## config.mk

```make
export PLATFORM = sky130hd
export DESIGN_NAME = clk_div_search
export DESIGN_NICKNAME = d
export VERILOG_FILES = /design/src/rtl/clk_div_search.sv
export SDC_FILE = /design/constraint.sdc
export NUM_CORES = 1
export LEC_CHECK = 0
export ABC_AREA = 1
export BUFFER_PORTS_ARGS = -buffer_cell sky130_fd_sc_hd__buf_2
export CAP_MARGIN = 25
export CORE_MARGIN = 10
export CORE_UTILIZATION = 55
export DETAILED_ROUTE_END_ITERATION = 8
export GPL_TIMING_DRIVEN = 0
export MAX_ROUTING_LAYER = met4
export PLACE_DENSITY = 0.74
export SYNTH_ARGS = -nofsm -noshare
export SYNTH_HDL_FRONTEND = slang
export SYNTH_SLANG_ARGS = --single-unit
export TNS_END_PERCENT = 10
```

## constraint.sdc

```tcl
create_clock -name clk -period 3.9 [get_ports clk]
set_input_delay 0.195 -clock clk [delete_from_list [all_inputs] [get_ports clk]]
set_output_delay 0.195 -clock clk [all_outputs]
set_load 0.01 [all_outputs]
```

## src/rtl/clk_div_search.sv

```systemverilog
module clk_div_search #(
  parameter int RATE_W = 32,
  parameter int SET_W  = 8,
  parameter int IDX_W  = 3
) (
  input  logic              clk,
  input  logic              rst_n,
  input  logic              start,
  input  logic [RATE_W-1:0] parent_rate,
  input  logic [RATE_W-1:0] target_rate,
  input  logic [SET_W-1:0]  pre_div,
  input  logic [SET_W-1:0]  m_offset,
  output logic              done,
  output logic [IDX_W-1:0]  best_m,
  output logic [IDX_W-1:0]  best_n,
  output logic [RATE_W-1:0] best_rate
);
  localparam int CNT_W = $clog2(RATE_W);
  localparam logic [CNT_W-1:0] LAST_BIT = CNT_W'(RATE_W - 1);
  localparam logic [IDX_W-1:0] MAX_IDX = '1;

  typedef enum logic [1:0] {S_IDLE, S_DIV, S_NEXT} st_t;
  typedef enum logic [1:0] {PH_PRE, PH_TEN, PH_CAND} ph_t;

  st_t               st;
  ph_t               ph;
  logic [CNT_W-1:0]  cnt;
  logic [RATE_W-1:0] quo, dvs, tgt_q, base_q, bw_rate;
  logic [RATE_W:0]   rem;
  logic [SET_W-1:0]  off_q;
  logic [IDX_W-1:0]  m_i, n_i, bw_m, bw_n;

  logic [RATE_W:0]   rem_sh;
  logic              fits, last_pair, better;
  logic [RATE_W-1:0] quo_res;
  logic [IDX_W-1:0]  nxt_m, nxt_n;
  logic              ld_en;
  logic [RATE_W-1:0] ld_dnd, ld_dvs;

  assign rem_sh    = {rem[RATE_W-1:0], quo[RATE_W-1]};
  assign fits      = rem_sh >= {1'b0, dvs};
  assign quo_res   = (dvs == '0) ? '0 : quo;
  assign last_pair = (m_i == MAX_IDX) && (n_i == MAX_IDX);
  assign nxt_n     = (n_i == MAX_IDX) ? '0 : n_i + 1'b1;
  assign nxt_m     = (n_i == MAX_IDX) ? m_i + 1'b1 : m_i;
  assign better    = (ph == PH_CAND) && (quo_res <= tgt_q) && (quo_res > bw_rate);

  always_comb begin
    ld_en  = 1'b0;
    ld_dnd = '0;
    ld_dvs = '0;
    if (st == S_IDLE && start) begin
      ld_en  = 1'b1;
      ld_dnd = parent_rate;
      ld_dvs = RATE_W'(pre_div);
    end else if (st == S_NEXT) begin
      case (ph)
        PH_PRE: begin
          ld_en  = 1'b1;
          ld_dnd = quo_res;
          ld_dvs = RATE_W'(10);
        end
        PH_TEN: begin
          ld_en  = 1'b1;
          ld_dnd = quo_res;
          ld_dvs = RATE_W'(off_q);
        end
        default: begin
          ld_en  = !last_pair;
          ld_dnd = base_q >> nxt_n;
          ld_dvs = RATE_W'(nxt_m) + RATE_W'(off_q);
        end
      endcase
    end
  end

  always_ff @(posedge clk or negedge rst_n) begin
    if (!rst_n) begin
      st <= S_IDLE; ph <= PH_PRE; cnt <= '0;
      quo <= '0; rem <= '0; dvs <= '0;
      tgt_q <= '0; off_q <= '0; base_q <= '0;
      m_i <= '0; n_i <= '0;
      bw_rate <= '0; bw_m <= '0; bw_n <= '0;
      done <= 1'b0; best_m <= '0; best_n <= '0; best_rate <= '0;
    end else begin
      done <= 1'b0;
      if (ld_en) begin
        quo <= ld_dnd;
        rem <= '0;
        dvs <= ld_dvs;
        cnt <= '0;
        st  <= S_DIV;
      end
      case (st)
        S_IDLE: if (start) begin
          tgt_q   <= target_rate;
          off_q   <= m_offset;
          ph      <= PH_PRE;
          bw_rate <= '0; bw_m <= '0; bw_n <= '0;
          m_i     <= '0; n_i <= '0;
        end
        S_DIV: begin
          rem <= fits ? rem_sh - {1'b0, dvs} : rem_sh;
          quo <= {quo[RATE_W-2:0], fits};
          cnt <= cnt + 1'b1;
          if (cnt == LAST_BIT) st <= S_NEXT;
        end
        S_NEXT: begin
          case (ph)
            PH_PRE: ph <= PH_TEN;
            PH_TEN: begin
              base_q <= quo_res;
              ph     <= PH_CAND;
            end
            default: begin
              if (better) begin
                bw_rate <= quo_res; bw_m <= m_i; bw_n <= n_i;
              end
              if (last_pair) begin
                done      <= 1'b1;
                best_rate <= better ? quo_res : bw_rate;
                best_m    <= better ? m_i : bw_m;
                best_n    <= better ? n_i : bw_n;
                st        <= S_IDLE;
              end else begin
                m_i <= nxt_m;
                n_i <= nxt_n;
              end
            end
          endcase
        end
        default: st <= S_IDLE;
      endcase
    end
  end

  p_done_pulse_r6: assert property (@(posedge clk) disable iff (!rst_n)
    done |=> !done);
  p_hold_outputs_r8: assert property (@(posedge clk) disable iff (!rst_n)
    !done |-> $stable({best_m, best_n, best_rate}));
  p_not_above_r2: assert property (@(posedge clk) disable iff (!rst_n)
    done |-> best_rate <= tgt_q);
  p_work_bound_r2: assert property (@(posedge clk) disable iff (!rst_n)
    (st != S_IDLE) |-> bw_rate <= tgt_q);
  p_busy_start_r7: assert property (@(posedge clk) disable iff (!rst_n)
    (st != S_IDLE && start) |=> $stable({tgt_q, off_q}));
  p_zero_div_r5: assert property (@(posedge clk) disable iff (!rst_n)
    (st == S_NEXT && ph == PH_CAND && dvs == '0) |-> !better);
endmodule

```

* Word-level counts from Yosys, hierarchy flattened
Index checks and enable logic that the tools add are counted.
W data, S select, Z words.
** Cells by class
- Bitwise logic cells :: 1
- Add/subtract/negate cells :: 5
- Equality and inequality tests :: 11
- Shifts and indexed selects :: 1
- Reductions and logical operators :: 17
- $lt $le $gt $ge :: 3
- Muxes and demuxes :: 47
** Operators by type and width (count)
- $mux W32 :: 12
- $pmux W32 S2 :: 1
- $ge A33 B32 Y1 :: 1
- $mux W3 :: 11
- $gt A32 B32 Y1 :: 1
- $le A32 B32 Y1 :: 1
- $logic_not A32 Y1 :: 1
- $shr A32 B3 Y32 :: 1
- $sub A32 B32 Y32 :: 1
- $pmux W3 S2 :: 4
- $mux W9 :: 2
- $pmux W9 S2 :: 1
- $mux W2 :: 5
- $mux W5 :: 2
- $add A3 B8 Y9 :: 1
- $reduce_and A3 Y1 :: 3
- $pmux W2 S2 :: 2
- $add A3 B1 Y3 const B :: 2
- $eq A3 B3 Y1 const B :: 2
- $mux W1 :: 6
- $ne A2 B2 Y1 const B :: 3
- $pmux W2 S3 :: 1
- $add A5 B1 Y5 const B :: 1
- $eq A5 B5 Y1 const B :: 1
- other kinds (11) :: 19
** Word-level totals
- Flip-flop bits (word level) :: 260
- Word-level logic and storage cells :: 103
- Bits of input ports :: 83

* Longest topological paths before layout
Gate-level depths: netlist (run 1).
- Depth after elaboration :: 10
- Gate-level depth with buffers :: 23
- Mapped depth without buffers :: 21

* Least setup slack after synthesis (run 1)
No wires, ideal clock.
- Path kind :: register to register
- Start point :: register dvs[7]
- End point :: register best_rate[25]
- Data required time :: 3782 ps
- Data arrival time :: 2834 ps
- Cell stages (with the launch flop) :: 19
- Setup time :: 118 ps
- Setup slack :: 948 ps
- Buffers on the path :: 3
- Clock period less this slack :: 2952 ps
- Cell sequence :: dfrtp_1 nor2_1 nand3_1 nor2_2 clkbuf_1 nor2_1 ha_1 nand2_1 nor2_1 nand2_1 nor4_1 nand3b_1 nand3b_4 a21oi_2 buf_4 buf_4 nand3_1 nand3_1 nand2_1
** On the way
- Cells in the longest elaborated chain, start to end :: 6
** RTL lines
- start: declaration :: line 28 : logic [RATE_W-1:0] quo, dvs, tgt_q, base_q, bw_rate;
- start signal: assignment :: line 90 : dvs <= ld_dvs;
- $logic_not A32 Y1 * :: line 42 : assign quo_res = (dvs == '0) ? '0 : quo;
- $mux W32 * :: line 42
- net quo_res[31] :: line 35 : logic [RATE_W-1:0] quo_res;
- $le A32 B32 Y1 :: line 46 : assign better = (ph == PH_CAND) && (quo_res <= tgt_q) && (quo_res > bw_rate);
- $logic_and A1 B1 Y1 :: line 46
- $logic_and A1 B1 Y1 * :: line 46
- $mux W32 *
- end signal: assignment :: line 121 : best_rate <= better ? quo_res : bw_rate;
- end: declaration :: line 16 : output logic [RATE_W-1:0] best_rate
The timed path passes the listed nets; every way through them passes the cells marked *.
A chain may end at the register's enable or synchronous reset.

* Final worst setup path (run 1)
- Start point :: register dvs[5]
- End point :: register best_rate[2]
The elaborated chain is that of the path after synthesis.

==> results.cfg, run 1 <==
[route]
routedLengthMet1_um = 19450
drt_iter0_drc = 1346
top_layer_used = met4
wl_met3_um = 2580
firstDrtPassIters = 5
vias_per_cell = 5.731
wire_per_inst_um = 18.65
wirelength_um = 46520
drt_drc_violations_left = 0
drtAntennaViolNets = 0
dr_total_vias = 14300
wl_met2_um = 22520

[logic_synthesis]
synth-seq-cells = 237
synth.top_cell.area_share_pct = 41.11
syn_nets = 2097
synth_ff_type = dfrtp_1
ys_seq_area_share_pct = 41.11
async_reset_ff_share_pct = 100.0
yosysTopAreaCell = dfrtp_1
ys_types = 52
postSynthCellCount = 1932
synth_edf_count = 0
syn_area_mm2 = 0.01443
yosys_warnings = 0
yosys-top-cells-area = dfrtp_1 41%, nand2_1 12%, o21ai_0 7.7%
syn_area_per_cell_um2 = 7.466

[cells_and_area]
final_cell_mix = 464 x nand2_1, 275 x inv_1, 237 x dfrtp_1
post_route_cells_drive_above_1_share_pct = 10.09
postLayoutCoreUtil_pct = 65.82
nets = 2310
area_growth_pct = 18.22
n_antenna_cell = 0
instances_no_fill = 2495
final_area_mm2 = 0.01705
final_common_cell = nand2_1

[critical_path]
crit_required_ps = 4330
worst-path-max-fanout = 10
cp-end-kind = flip-flop
rrSetupSlack_ps = 200
rr_startpoint = dvs[5]
crit_path_start_kind = flip-flop
worstRegToRegCells = 17
critical_path_class = flip-flop to flip-flop
r2r_end = best_rate[2]
arrival_ps = 4120

[clock_tree]
clockRootBuffer = clkbuf_16
cts_tree = built
cts_made_buffers = 28
worst_skew_pair.late_latency_ps = 560
cts_sinks = 237
htree_levels = 1
clkTransAtPathRegs_ps = 60
post-cts-setup-buffers = 0
cts_buffer_depth = 3

[placed_design]
placement.io_buffers = 121
post-place-ws_ps = -375.6
dpl.cell_count = 2390
dp_hpwl_um = 34670
placed_cell_area_mm2 = 0.01551
globalplace.congestion = 0.9901

[power_and_ir_drop]
p_comb_share_pct = 47.4
powerDensity_mw_per_mm2 = 653.1
leakagePower_nw = 8.348
power.share.clock_pct = 23.0
intPower_mw = 6.183
switchingPower_mw = 4.956
switching_share_pct = 44.49
p_total_mw = 11.14
ir_worst_vdd_mv = 0.4617
power_frac_seq_pct = 29.7

[global_routing]
grt_max_degree = 104
grt_pass1_wl_um = 74450
grt.overflow.total = 0
antenna_found_initial = 0
grt_pass1_vias = 14170
grt_usage_pct = 28.22

[timing]
post-route-min-period_ps = 3696
final_max_slew_viol_count = 0
setup_viol = 0
max-slew-margin-rel_pct = 47.08
fin_setup_tns_ps = 0
timing.hold.ws_ps = 16.72
hold_viol_final = 0
clock_skew_ps = 34.02
worst_slew_pin_slew_ps = 793.9
fin_crit_sh_pct = 94.76
layout_setup_ws_ps = 204.4
fmax_ghz = 0.2706

[floorplan]
core_area_mm2 = 0.02591
rows = 59
ios = 122
die_y_um = 182.0
start_util_pct = 55.67
die_w_um = 182.0
die-area_mm2 = 0.03311

[worst_hold_path]
hold_depth = 4
hold_end = quo[24]
hp-class = input port to flip-flop
min_from = parent_rate[24]

[run]
drv_cap = 0

[run_status]
run_status = finished, final reports clean
[synth_stat cells, drive strengths merged, types with 17 or more instances]
master	count
o22ai	27
buf	32
nor2	149
a21oi	51
dfrtp	237
nand3	156
ha	80
a221o	17
nand2	475
nand4	20
clkbuf	61
o221ai	21
inv	279
o21ai	227
[worst max-delay path by stage]
stage / startpoint / end / slack [ps] / cells after the start
floorplan: dvs[7] / best_rate[25] / 950 / 18
global placement: rst_n / best_rate[18] / -1670 / 1
detailed placement: dvs[5] / best_rate[2] / -380 / 17
CTS: dvs[5] / best_n[0] / 20 / 18
global route: dvs[5] / best_n[0] / -0.8 / 18
finish: dvs[5] / best_rate[2] / 200 / 17
[logic make-up after synthesis]
| kind of cell | count (synthesis) | share of synthesized area, % |
|---|---|---|
| AOI/OAI and AO/OA | 390 | 15.93 |
| and+or+nand+nor | 818 | 23.69 |
| adders and majority gates | 82 | 7.217 |
| xor gates and xnor gates | 20 | 1.214 |
| muxes | 10 | 0.6939 |
| buffers and inverters | 375 | 10.15 |
| DFF | 237 | 41.11 |
[registers in the layout, summed over array words and instances (netlist names), 3 cells and up]
register,flops
tgt_q,32
base_q,32
bw_rate,32
dvs,9
best_rate,32
bw_n,3
best_n,3
best_m,3
off_q,8
quo,32
n_i,3
cnt,5
m_i,3
bw_m,3
rem,32
[power by group through the flow]
| stage | registers [mW] | logic [mW] | clock network, mW |
|---|---|---|---|
| after floorplan | 3.25 | 3.60 | 0 |
| after global placement | 3.31 | 4.94 | 0 |
| after detailed placement | 3.33 | 5.07 | 0 |
| after CTS | 3.29 | 5.16 | 2.58 |
| after global routing | 3.36 | 5.95 | 2.68 |
| final | 3.30 | 5.28 | 2.56 |
[final cells by class]
type                            instances  area, um2
Multi-Input combinational cell       1320       7074
Buffer                                 93      420.4
Tap cell                              335      419.2
Timing Repair Buffer                  183       1271
Inverter                              282       1059
Clock inverter                          9      118.9
Clock buffer                           36      760.7
Sequential cell                       237       5931
Fill cell                            2251       8857
[worst max-delay path: stages (launching register included)]
cell     delay [ps]
dfrtp_1         370
nor2_1          190
nand3_1         150
nor2_4          190
buf_4           220
nor2_1          160
ha_1            350
nand4_1         130
nor4_1          330
nand2_1         230
o31ai_4         420
a21oi_4         100
nand2_1         110
buf_6           160
buf_6           180
nand2_2          70
nand3_1         120
nand2_1          60
[metal layers]
| metal | global-route usage [%] | vias up |
|---|---|---|
| li1 | - | 6775 |
| met1 | 34.76 | 6844 |
| met2 | 46.48 | 543 |
| met3 | 3.757 | 136 |
| met4 | 10.54 | 0 |
| met5 | - | - |
[what timing repair did]
item | in CTS | in global routing
endpoints found under the setup margin | 76 | 64
hold buffers | 60 | 0
pin swaps | 0 | 1
gates resized for setup | 6 | 14
endpoints found under the hold margin | 296 | 0
Note: power is estimated with default switching activity, not from simulation.
==> inputs of run 2 (changes only) <==
--- a/config.mk
+++ b/config.mk
@@ -9,11 +9,10 @@
 export BUFFER_PORTS_ARGS = -buffer_cell sky130_fd_sc_hd__buf_2
 export CAP_MARGIN = 25
 export CORE_MARGIN = 10
-export CORE_UTILIZATION = 55
+export CORE_UTILIZATION = 44
 export DETAILED_ROUTE_END_ITERATION = 8
 export GPL_TIMING_DRIVEN = 0
 export MAX_ROUTING_LAYER = met4
-export PLACE_DENSITY = 0.74
 export SYNTH_ARGS = -nofsm -noshare
 export SYNTH_HDL_FRONTEND = slang
 export SYNTH_SLANG_ARGS = --single-unit
==> run 2 against run 1 <==
Effect of this change: via count decreased by 3.2%; largest cell class unchanged; critical path depth unchanged; sequential cell count is the same; critical endpoint is now best_rate[3]; highest routed layer unchanged; cell count increased by 4.5%; combinational power about the same; clock skew shrank 7.8 ps.
==> results.cfg, run 2 (synthesis results as in run 1) <==
[power_and_ir_drop]
ir_worst_vdd_mv = 0.4689
p_total_mw = 11.46
leakagePower_nw = 8.410
switchingPower_mw = 5.028
power_frac_seq_pct = 28.7
intPower_mw = 6.433
switching_share_pct = 43.87
powerDensity_mw_per_mm2 = 662.0
power.share.clock_pct = 25.0
p_comb_share_pct = 46.3

[placed_design]
globalplace.congestion = 0.9757
placement.io_buffers = 121
dp_hpwl_um = 36270

[clock_tree]
htree_levels = 1
post-cts-setup-buffers = 0
cts_buffer_depth = 3
cts_sinks = 237
clockRootBuffer = clkbuf_16
worst_skew_pair.late_latency_ps = 570
clkTransAtPathRegs_ps = 60
cts_made_buffers = 29
cts_tree = built

[global_routing]
grt.overflow.total = 0
grt_pass1_wl_um = 75770
antenna_found_initial = 0
grt_pass1_vias = 13850
grt_max_degree = 106
grt_usage_pct = 23.78

[worst_hold_path]
hp-class = input port to flip-flop

[route]
firstDrtPassIters = 6
routedLengthMet1_um = 20720
wl_met3_um = 2423
top_layer_used = met4
wirelength_um = 47470
drt_drc_violations_left = 0
drtAntennaViolNets = 0
dr_total_vias = 13840
wl_met2_um = 23040
vias_per_cell = 5.308
wire_per_inst_um = 18.20
drt_iter0_drc = 1085

[floorplan]
die-area_mm2 = 0.04043
ios = 122
rows = 66
die_w_um = 201.1
start_util_pct = 44.45
core_area_mm2 = 0.03245
die_y_um = 201.1

[critical_path]
critical_path_class = flip-flop to flip-flop
worst-path-max-fanout = 10
arrival_ps = 4070
cp-end-kind = flip-flop
crit_path_start_kind = flip-flop
crit_required_ps = 4330

[cells_and_area]
final_common_cell = nand2_1
post_route_cells_drive_above_1_share_pct = 10.66
final_cell_mix = 464 x nand2_1, 275 x inv_1, 237 x dfrtp_1
postLayoutCoreUtil_pct = 53.35
area_growth_pct = 20.02
nets = 2308
nFillCells = 3204
n_antenna_cell = 0

[timing]
final_max_slew_viol_count = 0
post-route-min-period_ps = 3641
max-slew-margin-rel_pct = 42.06
fin_crit_sh_pct = 93.36
clock_skew_ps = 26.19
setup_viol = 0
worst_slew_pin_slew_ps = 869.2
fmax_ghz = 0.2746
hold_viol_final = 0

[run_status]
run_status = finished, final reports clean

[run]
drv_cap = 0
==> run 2: cell count changes in the layout (fill, tap and decap cells not counted), moves of 2 or more <==
| cell | previous run | this run |
|---|---|---|
| clkbuf_4 | 0 | 3 |
| clkinv_4 | 1 | 3 |
| clkinv_2 | 2 | 5 |
| bufinv_16 | 2 | 4 |
| dlygate4sd3_1 | 60 | 57 |
| clkbuf_8 | 3 | 6 |
| buf_4 | 5 | 3 |
==> run 2: worst max-delay path, cell delays in order, from the launching register on <==
cell and delay [ps]:
dfrtp_1 370, nor2_1 170, nand3_1 150, nor2_4 190, clkbuf_4 250, nor2_1 170, ha_1 340, nand2_1 90
nor3_1 300, nand2_1 210, o31ai_4 460, a21oi_4 90, nand2_1 110, buf_6 160, buf_6 180, nand2_2 70
nand3_1 120, nand2_1 70
==> run 2: area by class of cell <==
type                            count  area, um2  area share, %
Sequential cell                   237       5931          34.26
Clock buffer                       39      823.3          4.755
Tap cell                          442      553.0          3.194
Buffer                             93      416.7          2.407
Timing Repair Buffer              180       1241          7.169
Multi-Input combinational cell   1320       7094          40.98
Inverter                          282       1059          6.114
Clock inverter                     15      195.2          1.127
==> run 2: metal layers <==
metal,global-route usage [%],vias to the layer above
met4,5.707,0
li1,-,6791
met5,-,-
met1,29.73,6556
met3,3.018,81
met2,40.11,415
==> run 2: power by group through the flow <==
stage / combinational [mW] / clock [mW] / sequential (mW)
3_3_place_gp: 5.07 / 0 / 3.32
2_1_floorplan: 3.60 / 0 / 3.25
6_report: 5.30 / 2.86 / 3.29
3_5_place_dp: 5.13 / 0 / 3.33
4_1_cts: 5.24 / 2.92 / 3.29
5_1_grt: 6.01 / 3.03 / 3.36
==> run 2: final timing paths <==
| path | start | end | slack [ps] | cells after the start |
|---|---|---|---|---|
| max in group asynchronous | rst_n | best_n[2] | 2970 | 3 |
| min in group asynchronous | rst_n | rem[6] | 100 | 2 |
| max reg2reg | dvs[5] | best_rate[3] | 260 | 17 |
| max | dvs[5] | best_rate[3] | 260 | 17 |
| min reg2reg | best_rate[28] | best_rate[28] | 470 | 2 |
| min | parent_rate[27] | quo[27] | 20 | 5 |
==> run 2: stage by stage <==
step / instance area, um2 / instances / setup slack (ps) / TNS [ps] / hold slack (ps)
after floorplan: 14430 / 1932 / 948.4 / 0 / -100.6
after global placement: 15580 / 2495 / -1858 / -467890 / 405.4
after detailed placement: 15650 / 2497 / -536.2 / -33800 / 80.40
after CTS: 17270 / 2608 / 67.42 / 0 / 0.04335
after global routing: 17310 / 2608 / -13.48 / -18.48 / 34.94
final: 17310 / 2608 / 258.9 / 0 / 17.44
==> run 2: what timing repair did <==
item / CTS / global route
hold buffers: 57 / 0
endpoints found under the setup margin: 76 / 76
hold endpoints to repair: 293 / 0
pin swaps: 0 / 1
gates resized for setup: 7 / 13
